[config.mk]
export PLATFORM = sky130hd
export DESIGN_NAME = i2c10_target_rx
export DESIGN_NICKNAME = d
export VERILOG_FILES = /design/src/rtl/i2c10_pkg.sv /design/src/rtl/i2c10_line_sync.sv /design/src/rtl/i2c10_byte_rx.sv /design/src/rtl/i2c10_host_regs.sv /design/src/rtl/i2c10_rx_ctrl.sv /design/src/rtl/i2c10_target_rx.sv
export SDC_FILE = /design/constraint.sdc
export NUM_CORES = 1
export LEC_CHECK = 0
export ABC_AREA = 0
export BUFFER_PORTS_ARGS = -buffer_cell sky130_fd_sc_hd__buf_2
export CORE_ASPECT_RATIO = 1.75
export CORE_MARGIN = 5
export CORE_UTILIZATION = 40
export DETAILED_ROUTE_END_ITERATION = 6
export SKIP_CTS_REPAIR_TIMING = 1
export SYNTH_ARGS = -nofsm -noshare
export SYNTH_HDL_FRONTEND = slang
export SYNTH_HIERARCHICAL = 1
export SYNTH_SLANG_ARGS = --single-unit
[constraint.sdc]
create_clock -name clk -period 3 [get_ports clk]
set_input_delay 0.15 -clock clk [delete_from_list [all_inputs] [get_ports clk]]
set_output_delay 0.15 -clock clk [all_outputs]
set_load 0.1 [all_outputs]
[src/rtl/i2c10_pkg.sv]
// Shared types for the 10-bit address I2C target receiver.
// Assumes an I2C byte is always eight bits wide.
package i2c10_pkg;

    localparam int BYTE_W = 8;

    // Transfer phases seen by the control logic.
    typedef enum logic [2:0] {
        ST_IDLE,   // no transfer addressed to this target
        ST_HI,     // receiving the first (high) address byte
        ST_LO,     // receiving the second (low) address byte
        ST_DATA,   // receiving data bytes
        ST_NACK,   // low address failed, finishing its 9th pulse
        ST_SKIP    // bus traffic not for this target, wait for Start
    } bus_st_e;

endpackage

[src/rtl/i2c10_line_sync.sv]
// Synchronizes SCL and SDA into the clock domain and derives SCL edges
// and Start/Stop conditions from the synchronized levels.
// Assumes SYNC_STAGES >= 2 and that SDA only changes while SCL is low,
// except for Start and Stop.
module i2c10_line_sync #(
    parameter int SYNC_STAGES = 2
) (
    input  logic clk,
    input  logic rst_n,
    input  logic scl_in,
    input  logic sda_in,
    output logic sda_s,
    output logic scl_rise,
    output logic scl_fall,
    output logic start_det,
    output logic stop_det
);

    localparam int NLINES = 2;   // index 1 = SCL, index 0 = SDA

    logic [NLINES-1:0] raw;
    logic [NLINES-1:0] synced;
    logic [NLINES-1:0] prev;
    logic              scl_s;
    logic              scl_q;
    logic              sda_q;

    assign raw = {scl_in, sda_in};

    for (genvar g = 0; g < NLINES; g++) begin : g_line
        logic [SYNC_STAGES-1:0] chain;

        // Shift chain moving one bus line into the clock domain (idle high).
        always_ff @(posedge clk) begin
            if (!rst_n) chain <= '1;
            else        chain <= {chain[SYNC_STAGES-2:0], raw[g]};
        end

        assign synced[g] = chain[SYNC_STAGES-1];
    end

    // One-cycle delayed copy of both synchronized lines for edge detection.
    always_ff @(posedge clk) begin
        if (!rst_n) prev <= '1;
        else        prev <= synced;
    end

    assign scl_s     = synced[1];
    assign sda_s     = synced[0];
    assign scl_q     = prev[1];
    assign sda_q     = prev[0];
    assign scl_rise  = scl_s & ~scl_q;
    assign scl_fall  = ~scl_s & scl_q;
    assign start_det = scl_s & scl_q & sda_q & ~sda_s;
    assign stop_det  = scl_s & scl_q & ~sda_q & sda_s;

endmodule

[src/rtl/i2c10_byte_rx.sv]
// Bit counter and shift register for one I2C byte plus its 9th (ACK)
// pulse. Pulses byte_done on the SCL fall after bit 8 and ack_end on the
// SCL fall after the 9th pulse.
// Assumes edges arrive from i2c10_line_sync; restart clears the count.
module i2c10_byte_rx
    import i2c10_pkg::*;
(
    input  logic              clk,
    input  logic              rst_n,
    input  logic              active,
    input  logic              restart,
    input  logic              scl_rise,
    input  logic              scl_fall,
    input  logic              sda_s,
    output logic              byte_done,
    output logic              ack_end,
    output logic              in_ack,
    output logic [BYTE_W-1:0] shreg
);

    localparam int            CW   = $clog2(BYTE_W + 1);
    localparam logic [CW-1:0] FULL = CW'(BYTE_W);

    logic [CW-1:0] bitcnt;

    assign byte_done = active & scl_fall & ~in_ack & (bitcnt == FULL);
    assign ack_end   = active & scl_fall & in_ack;

    // Shift in data bits on SCL rise and step through the ACK pulse.
    always_ff @(posedge clk) begin
        if (!rst_n) begin
            bitcnt <= '0;
            in_ack <= 1'b0;
            shreg  <= '0;
        end else if (restart || !active) begin
            bitcnt <= '0;
            in_ack <= 1'b0;
        end else if (scl_rise && !in_ack && bitcnt != FULL) begin
            shreg  <= {shreg[BYTE_W-2:0], sda_s};
            bitcnt <= bitcnt + 1'b1;
        end else if (byte_done) begin
            in_ack <= 1'b1;
        end else if (ack_end) begin
            in_ack <= 1'b0;
            bitcnt <= '0;
        end
    end

    // the ACK phase only exists after a complete byte.
    a_r8_ack_after_full_byte: assert property (@(posedge clk) disable iff (!rst_n)
        in_ack |-> (bitcnt == FULL));

    // the ACK phase begins only on an SCL falling edge.
    a_r8_ack_starts_on_fall: assert property (@(posedge clk) disable iff (!rst_n)
        $rose(in_ack) |-> $past(scl_fall));

endmodule

[src/rtl/i2c10_host_regs.sv]
// Host-side address-compare register. A write is accepted only outside
// the ACK sequence of the byte in progress; adr_wr_ok tells the control
// logic that a reload took effect.
module i2c10_host_regs
    import i2c10_pkg::*;
#(
    parameter logic [BYTE_W-1:0] RESET_ADDR = '0
) (
    input  logic              clk,
    input  logic              rst_n,
    input  logic              host_adr_wr,
    input  logic [BYTE_W-1:0] host_adr_data,
    input  logic              in_ack,
    output logic              adr_wr_ok,
    output logic [BYTE_W-1:0] adr_q
);

    assign adr_wr_ok = host_adr_wr & ~in_ack;

    // Compare register updated by accepted host writes.
    always_ff @(posedge clk) begin
        if (!rst_n)         adr_q <= RESET_ADDR;
        else if (adr_wr_ok) adr_q <= host_adr_data;
    end

    // a write during the ACK sequence leaves the register untouched.
    a_r4_ack_write_ignored: assert property (@(posedge clk) disable iff (!rst_n)
        (host_adr_wr && in_ack) |=> $stable(adr_q));

endmodule

[src/rtl/i2c10_rx_ctrl.sv]
// Transfer control: tracks the address phases, decides ACK/NACK at each
// byte boundary, and owns the status flags, receive buffer, clock-release
// bit and address-reload hold.
// Assumes byte_done/ack_end come from i2c10_byte_rx and the compare value
// from i2c10_host_regs.
module i2c10_rx_ctrl
    import i2c10_pkg::*;
(
    input  logic              clk,
    input  logic              rst_n,
    input  logic              start_det,
    input  logic              stop_det,
    input  logic              byte_done,
    input  logic              ack_end,
    input  logic [BYTE_W-1:0] shreg,
    input  logic [BYTE_W-1:0] adr_q,
    input  logic              adr_wr_ok,
    input  logic              rel_set,
    input  logic              buf_rd,
    input  logic              flag_clr,
    input  logic              cfg_start_irq,
    input  logic              cfg_stretch,
    output logic              active,
    output logic              ack_en,
    output logic              wait_adr,
    output logic              ckp,
    output logic [BYTE_W-1:0] rx_byte,
    output logic              buf_full,
    output logic              irq_flag,
    output logic              start_seen,
    output logic              upd_addr
);

    bus_st_e state;
    logic    match;
    logic    hi_ok;
    logic    lo_ok;
    logic    lo_bad;
    logic    dat_ok;
    logic    byte_set;
    logic    hold_pend;
    logic    ckp_pend;

    assign match    = (shreg == adr_q);
    assign hi_ok    = byte_done && state == ST_HI && match;
    assign lo_ok    = byte_done && state == ST_LO && match;
    assign lo_bad   = byte_done && state == ST_LO && !match;
    assign dat_ok   = byte_done && state == ST_DATA;
    assign byte_set = hi_ok | lo_ok | dat_ok;
    assign active   = state inside {ST_HI, ST_LO, ST_DATA, ST_NACK};

    // Phase sequencing across Start, address bytes, data and Stop.
    always_ff @(posedge clk) begin
        if (!rst_n || stop_det) begin
            state <= ST_IDLE;
        end else if (start_det) begin
            state <= ST_HI;
        end else if (byte_done) begin
            case (state)
                ST_HI:   state <= match ? ST_LO : ST_SKIP;
                ST_LO:   state <= match ? ST_DATA : ST_NACK;
                default: state <= state;
            endcase
        end else if (ack_end && state == ST_NACK) begin
            state <= ST_SKIP;
        end
    end

    // Per-byte decisions held across the 9th pulse.
    always_ff @(posedge clk) begin
        if (!rst_n || stop_det || start_det || ack_end) begin
            ack_en    <= 1'b0;
            hold_pend <= 1'b0;
            ckp_pend  <= 1'b0;
        end else if (byte_done) begin
            ack_en    <= byte_set;
            hold_pend <= hi_ok | lo_ok | lo_bad;
            ckp_pend  <= dat_ok & cfg_stretch;
        end
    end

    // SCL hold sources: address reload wait and the clock-release bit.
    always_ff @(posedge clk) begin
        if (!rst_n || stop_det) begin
            wait_adr <= 1'b0;
            ckp      <= 1'b1;
        end else begin
            if (ack_end && hold_pend) wait_adr <= 1'b1;
            else if (adr_wr_ok)       wait_adr <= 1'b0;
            if (ack_end && ckp_pend)  ckp <= 1'b0;
            else if (rel_set)         ckp <= 1'b1;
        end
    end

    // Update-address flag: set per address byte, cleared by reload or Stop.
    always_ff @(posedge clk) begin
        if (!rst_n || stop_det)          upd_addr <= 1'b0;
        else if (hi_ok | lo_ok | lo_bad) upd_addr <= 1'b1;
        else if (adr_wr_ok)              upd_addr <= 1'b0;
    end

    // Interrupt flag: hardware set has priority over host clear.
    always_ff @(posedge clk) begin
        if (!rst_n)
            irq_flag <= 1'b0;
        else if (byte_set | lo_bad | (start_det & cfg_start_irq))
            irq_flag <= 1'b1;
        else if (flag_clr)
            irq_flag <= 1'b0;
    end

    // Receive buffer and its full flag.
    always_ff @(posedge clk) begin
        if (!rst_n) begin
            rx_byte  <= '0;
            buf_full <= 1'b0;
        end else if (byte_set) begin
            rx_byte  <= shreg;
            buf_full <= 1'b1;
        end else if (buf_rd) begin
            buf_full <= 1'b0;
        end
    end

    // Start status bit, live between Start and Stop.
    always_ff @(posedge clk) begin
        if (!rst_n || stop_det) start_seen <= 1'b0;
        else if (start_det)     start_seen <= 1'b1;
    end

    // a matched high byte raises all three flags.
    a_r2_high_match_flags: assert property (@(posedge clk) disable iff (!rst_n)
        hi_ok |=> (upd_addr && irq_flag && buf_full));

    // a low mismatch leaves the buffer flag and clock-release bit alone.
    a_r6_mismatch_keeps_state: assert property (@(posedge clk) disable iff (!rst_n)
        (lo_bad && !buf_rd && !rel_set) |=>
            (buf_full == $past(buf_full) && ckp == $past(ckp) && upd_addr && irq_flag));

    // a host read with no new byte empties the buffer.
    a_r7_read_clears_full: assert property (@(posedge clk) disable iff (!rst_n)
        (buf_rd && !byte_set) |=> !buf_full);

    // a Stop returns to idle with no hold and no pending reload.
    a_r10_stop_to_idle: assert property (@(posedge clk) disable iff (!rst_n)
        stop_det |=> (state == ST_IDLE && !upd_addr && !start_seen && !wait_adr && ckp));

endmodule

[src/rtl/i2c10_target_rx.sv]
// Top of the 10-bit address I2C target receiver. Connects line
// synchronization, byte reception, the host compare register and the
// transfer control. Outputs request a low level on SCL/SDA; the pad
// logic outside builds the open-drain drivers.
module i2c10_target_rx #(
    parameter int         SYNC_STAGES = 2,
    parameter logic [7:0] RESET_ADDR  = 8'h00
) (
    input  logic       clk,
    input  logic       rst_n,
    input  logic       scl_in,
    input  logic       sda_in,
    output logic       scl_hold_o,
    output logic       sda_ack_o,
    input  logic       host_adr_wr,
    input  logic [7:0] host_adr_data,
    input  logic       host_rel_set,
    input  logic       host_buf_rd,
    input  logic       host_flag_clr,
    input  logic       cfg_start_irq,
    input  logic       cfg_stretch,
    output logic [7:0] rx_byte,
    output logic       buf_full,
    output logic       irq_flag,
    output logic       start_seen,
    output logic       upd_addr,
    output logic       clk_release
);

    logic       sda_s;
    logic       scl_rise;
    logic       scl_fall;
    logic       start_det;
    logic       stop_det;
    logic       byte_done;
    logic       ack_end;
    logic       in_ack;
    logic [7:0] shreg;
    logic       adr_wr_ok;
    logic [7:0] adr_q;
    logic       active;
    logic       ack_en;
    logic       wait_adr;
    logic       ckp;

    i2c10_line_sync #(
        .SYNC_STAGES (SYNC_STAGES)
    ) u_sync (
        .clk       (clk),
        .rst_n     (rst_n),
        .scl_in    (scl_in),
        .sda_in    (sda_in),
        .sda_s     (sda_s),
        .scl_rise  (scl_rise),
        .scl_fall  (scl_fall),
        .start_det (start_det),
        .stop_det  (stop_det)
    );

    i2c10_byte_rx u_byte (
        .clk       (clk),
        .rst_n     (rst_n),
        .active    (active),
        .restart   (start_det),
        .scl_rise  (scl_rise),
        .scl_fall  (scl_fall),
        .sda_s     (sda_s),
        .byte_done (byte_done),
        .ack_end   (ack_end),
        .in_ack    (in_ack),
        .shreg     (shreg)
    );

    i2c10_host_regs #(
        .RESET_ADDR (RESET_ADDR)
    ) u_regs (
        .clk           (clk),
        .rst_n         (rst_n),
        .host_adr_wr   (host_adr_wr),
        .host_adr_data (host_adr_data),
        .in_ack        (in_ack),
        .adr_wr_ok     (adr_wr_ok),
        .adr_q         (adr_q)
    );

    i2c10_rx_ctrl u_ctrl (
        .clk           (clk),
        .rst_n         (rst_n),
        .start_det     (start_det),
        .stop_det      (stop_det),
        .byte_done     (byte_done),
        .ack_end       (ack_end),
        .shreg         (shreg),
        .adr_q         (adr_q),
        .adr_wr_ok     (adr_wr_ok),
        .rel_set       (host_rel_set),
        .buf_rd        (host_buf_rd),
        .flag_clr      (host_flag_clr),
        .cfg_start_irq (cfg_start_irq),
        .cfg_stretch   (cfg_stretch),
        .active        (active),
        .ack_en        (ack_en),
        .wait_adr      (wait_adr),
        .ckp           (ckp),
        .rx_byte       (rx_byte),
        .buf_full      (buf_full),
        .irq_flag      (irq_flag),
        .start_seen    (start_seen),
        .upd_addr      (upd_addr)
    );

    assign scl_hold_o  = wait_adr | ~ckp;
    assign sda_ack_o   = in_ack & ack_en;
    assign clk_release = ckp;

    // SCL is released only by a reload, a release pulse or a Stop.
    a_r3_release_cause: assert property (@(posedge clk) disable iff (!rst_n)
        $fell(scl_hold_o) |-> $past(adr_wr_ok || host_rel_set || stop_det));

endmodule

==> flow_metrics.tcl <==
set metrics [dict create \
    grt_first_pass_wirelength_mm 8.211 \
    slew_viol_final 0 \
    clkTransAtPathRegs_ns 0.09 \
    antenna_found_initial 0 \
    vdd_drop_max_uv 205.6 \
    viasPerCell 5.189 \
    initial_core_util_pct 40.48 \
    die_area_um2 7546 \
    h-tree-depth 2 \
    cellLeakagePower_nw 1.015 \
    dr.first_iter.drc_count 85 \
    numCtsBuffers 5 \
    place_congestion 0.8332 \
    yosysTopAreaCell "dfxtp_1" \
    drc 0 \
    cp_data_required_time_ns 3.24 \
    flow.area_growth_from_synthesis_pct 13.14 \
    core-area_um2 5787 \
    synth-seq-cells 47 \
    clk_latency_ns 0.30 \
    start_kind "flip-flop" \
    outcome "finished, final reports clean" \
    synth_nets 278 \
    synth-main-ff-cell "dfxtp_1" \
    finalCriticalPeriod_ns 2.633 \
    reg2reg_depth 8 \
    cts_sinks 47 \
    path_buf_inv 1 \
    die_h_um 111.2 \
    path_class "flip-flop to flip-flop" \
    overflow 0 \
    ios 33 \
    crit_chain "nor2_1 -> xnor2_1 -> nand2_1 -> or3_1 -> inv_1 -> nand2b_1 -> or4_4 -> a31oi_2" \
    finalHoldViolCount 0 \
    slowest_stage "or4_4" \
    port_buffers 32 \
    r2r-start "u_ctrl/state[1]" \
    synth_cells 258 \
    wl_mm 4.954 \
    syn-mean-instance-area_um2 9.078 \
    crit_path_max_fanout 11 \
    r2r_end "u_ctrl/buf_full" \
    crit_arrival_ns 2.87 \
    root_buffer "clkbuf_8" \
    synth_edf_count 0 \
    rows 37 \
    syn_area_um2 2342 \
    setup_viol 0 \
    power.density_nw_per_um2 441.9 \
    synthTopCellsByCount "dfxtp_1, nand2_1, mux2i_1, nand2b_1, nor2_1" \
    cap_violations 0 \
    async_reset_ff_share_pct 0 \
    end_kind "flip-flop" \
    hpwl_mm 3.672 \
    clock_skew_ns 0.008716 \
    antennaDiodeCount 0 \
    r2r_setup_slack_ns 0.37 \
    finalNetCount 306 \
    critPathMaxStageDelay_ns 0.65 \
    synth_cell_type_count 46 \
    grt_pass1_vias 1844 \
    vias 1894 \
    ctsLongestPathBuffers 2 \
    cp.depth 8 \
    yosys.area.top_type_share_pct 40.17 \
    yosysWarningCount 6 \
    hp-class "primary input to flip-flop" \
    first_pass_iters 4 \
    cp_top_family "simple AND/OR/NAND/NOR gates" \
    period_share_pct 87.77 \
    gr-usage-all-layers_pct 13.96 \
    dp_slack_ns 0.3739 \
    detail-route-antenna-nets 0 \
    cts_tree "built" \
    worst_pin_slew_ns 0.7696 \
    rsz0062_at_grt "no" \
    grt_max_degree 36 \
    avgRoutedWirePerCell_um 13.57 \
    max_freq_mhz 379.8 \
    max_slew_margin_pct 48.32 \
    netlist_top_cells_area "dfxtp_1, mux2i_1, nand2_1" \
    yosysSeqAreaShare_pct 40.17 \
    layout-drive-gt1-share_pct 19.51 \
    fin_ws_ns 0.3669 \
    setup-tns-final_ns 0 \
    crit_path_start "u_ctrl/state[1]" \
    cp-endpoint "u_ctrl/buf_full" \
    yosysMostFrequentCell "dfxtp_1" \
    fp.dieW_um 67.85 \
]
==> registers in the layout (all words and copies together) (netlist names), 2 cells and up <==
signal	flops
u_sync/prev	2
u_byte/shreg	8
u_ctrl/state	3
u_byte/bitcnt	4
u_sync/g_line.chain	4
u_ctrl/rx_byte	8
u_regs/adr_q	8
==> through the flow <==
step	std cells	hold WS [ns]	instance area, µm²	util, %	total power [mW]
after floorplan	258	0.2230	2342	-	0.7361
after global placement	357	0.3326	2546	44.00	0.7646
after detailed placement	357	0.3325	2546	44.00	0.7645
after CTS	365	0.01494	2650	45.79	1.188
after global routing	365	0.02663	2650	45.79	1.220
final	365	0.02488	2650	45.79	1.171
==> where the power goes <==
group	switching, mW	total [mW]	leakage (nW)	internal [mW]
Sequential	0.00944	0.644	0.382	0.635
Combinational	0.0657	0.105	0.583	0.0391
Clock	0.212	0.422	0.0505	0.210
==> metal layers <==
layer	part of all wire (%)	vias to the layer above	global-route usage, %
met5	0	-	0
met4	1.7	0	5.578
li1	-	981	-
met1	41	866	16.05
met3	4.5	6	2.941
met2	53	41	24.14
==> worst min path at each step <==
| stage | start | endpoint | slack [ns] | depth (start not counted) |
|---|---|---|---|---|
| global placement | scl_in | u_sync/g_line[1].chain[0] | 0.33 | 2 |
| finish | sda_in | u_sync/g_line[0].chain[0] | 0.02 | 2 |
| floorplan | rst_n | u_sync/g_line[0].chain[0] | 0.22 | 1 |
| global route | sda_in | u_sync/g_line[0].chain[0] | 0.03 | 2 |
| detailed placement | sda_in | u_sync/g_line[0].chain[0] | 0.33 | 2 |
| CTS | sda_in | u_sync/g_line[0].chain[0] | 0.01 | 2 |
==> cell families after synthesis <==
| family | after synthesis | synth area share, % |
|---|---|---|
| simple gates | 109 | 25.27 |
| compound gates | 52 | 16.08 |
| flops | 47 | 40.17 |
| buf+inv | 22 | 4.594 |
| mux | 16 | 6.837 |
| xor+xnor | 10 | 5.983 |
| fa+ha+maj | 2 | 1.068 |
==> layout by cell type (no fill, tap or decap), types with 8 or more instances in the layout <==
| master | synthesis | routed |
|---|---|---|
| mux2i_1 | 16 | 16 |
| buf_2 | 3 | 32 |
| o211ai_1 | 13 | 13 |
| or3_1 | 11 | 11 |
| dfxtp_1 | 47 | 47 |
| nor2_1 | 15 | 15 |
| a31oi_1 | 12 | 12 |
| nand2_1 | 39 | 39 |
| nand2b_1 | 16 | 16 |
| o2111ai_1 | 8 | 8 |
==> final cells by class <==
type | instances | area (µm²)
Clock buffer | 7 | 96.34
Clock inverter | 1 | 7.507
Fill cell | 567 | 3137
Inverter | 8 | 31.28
Multi-Input combinational cell | 189 | 1294
Sequential cell | 47 | 940.9
Tap cell | 78 | 97.59
Timing Repair Buffer | 35 | 182.7
(Power assumes the default switching activity.)
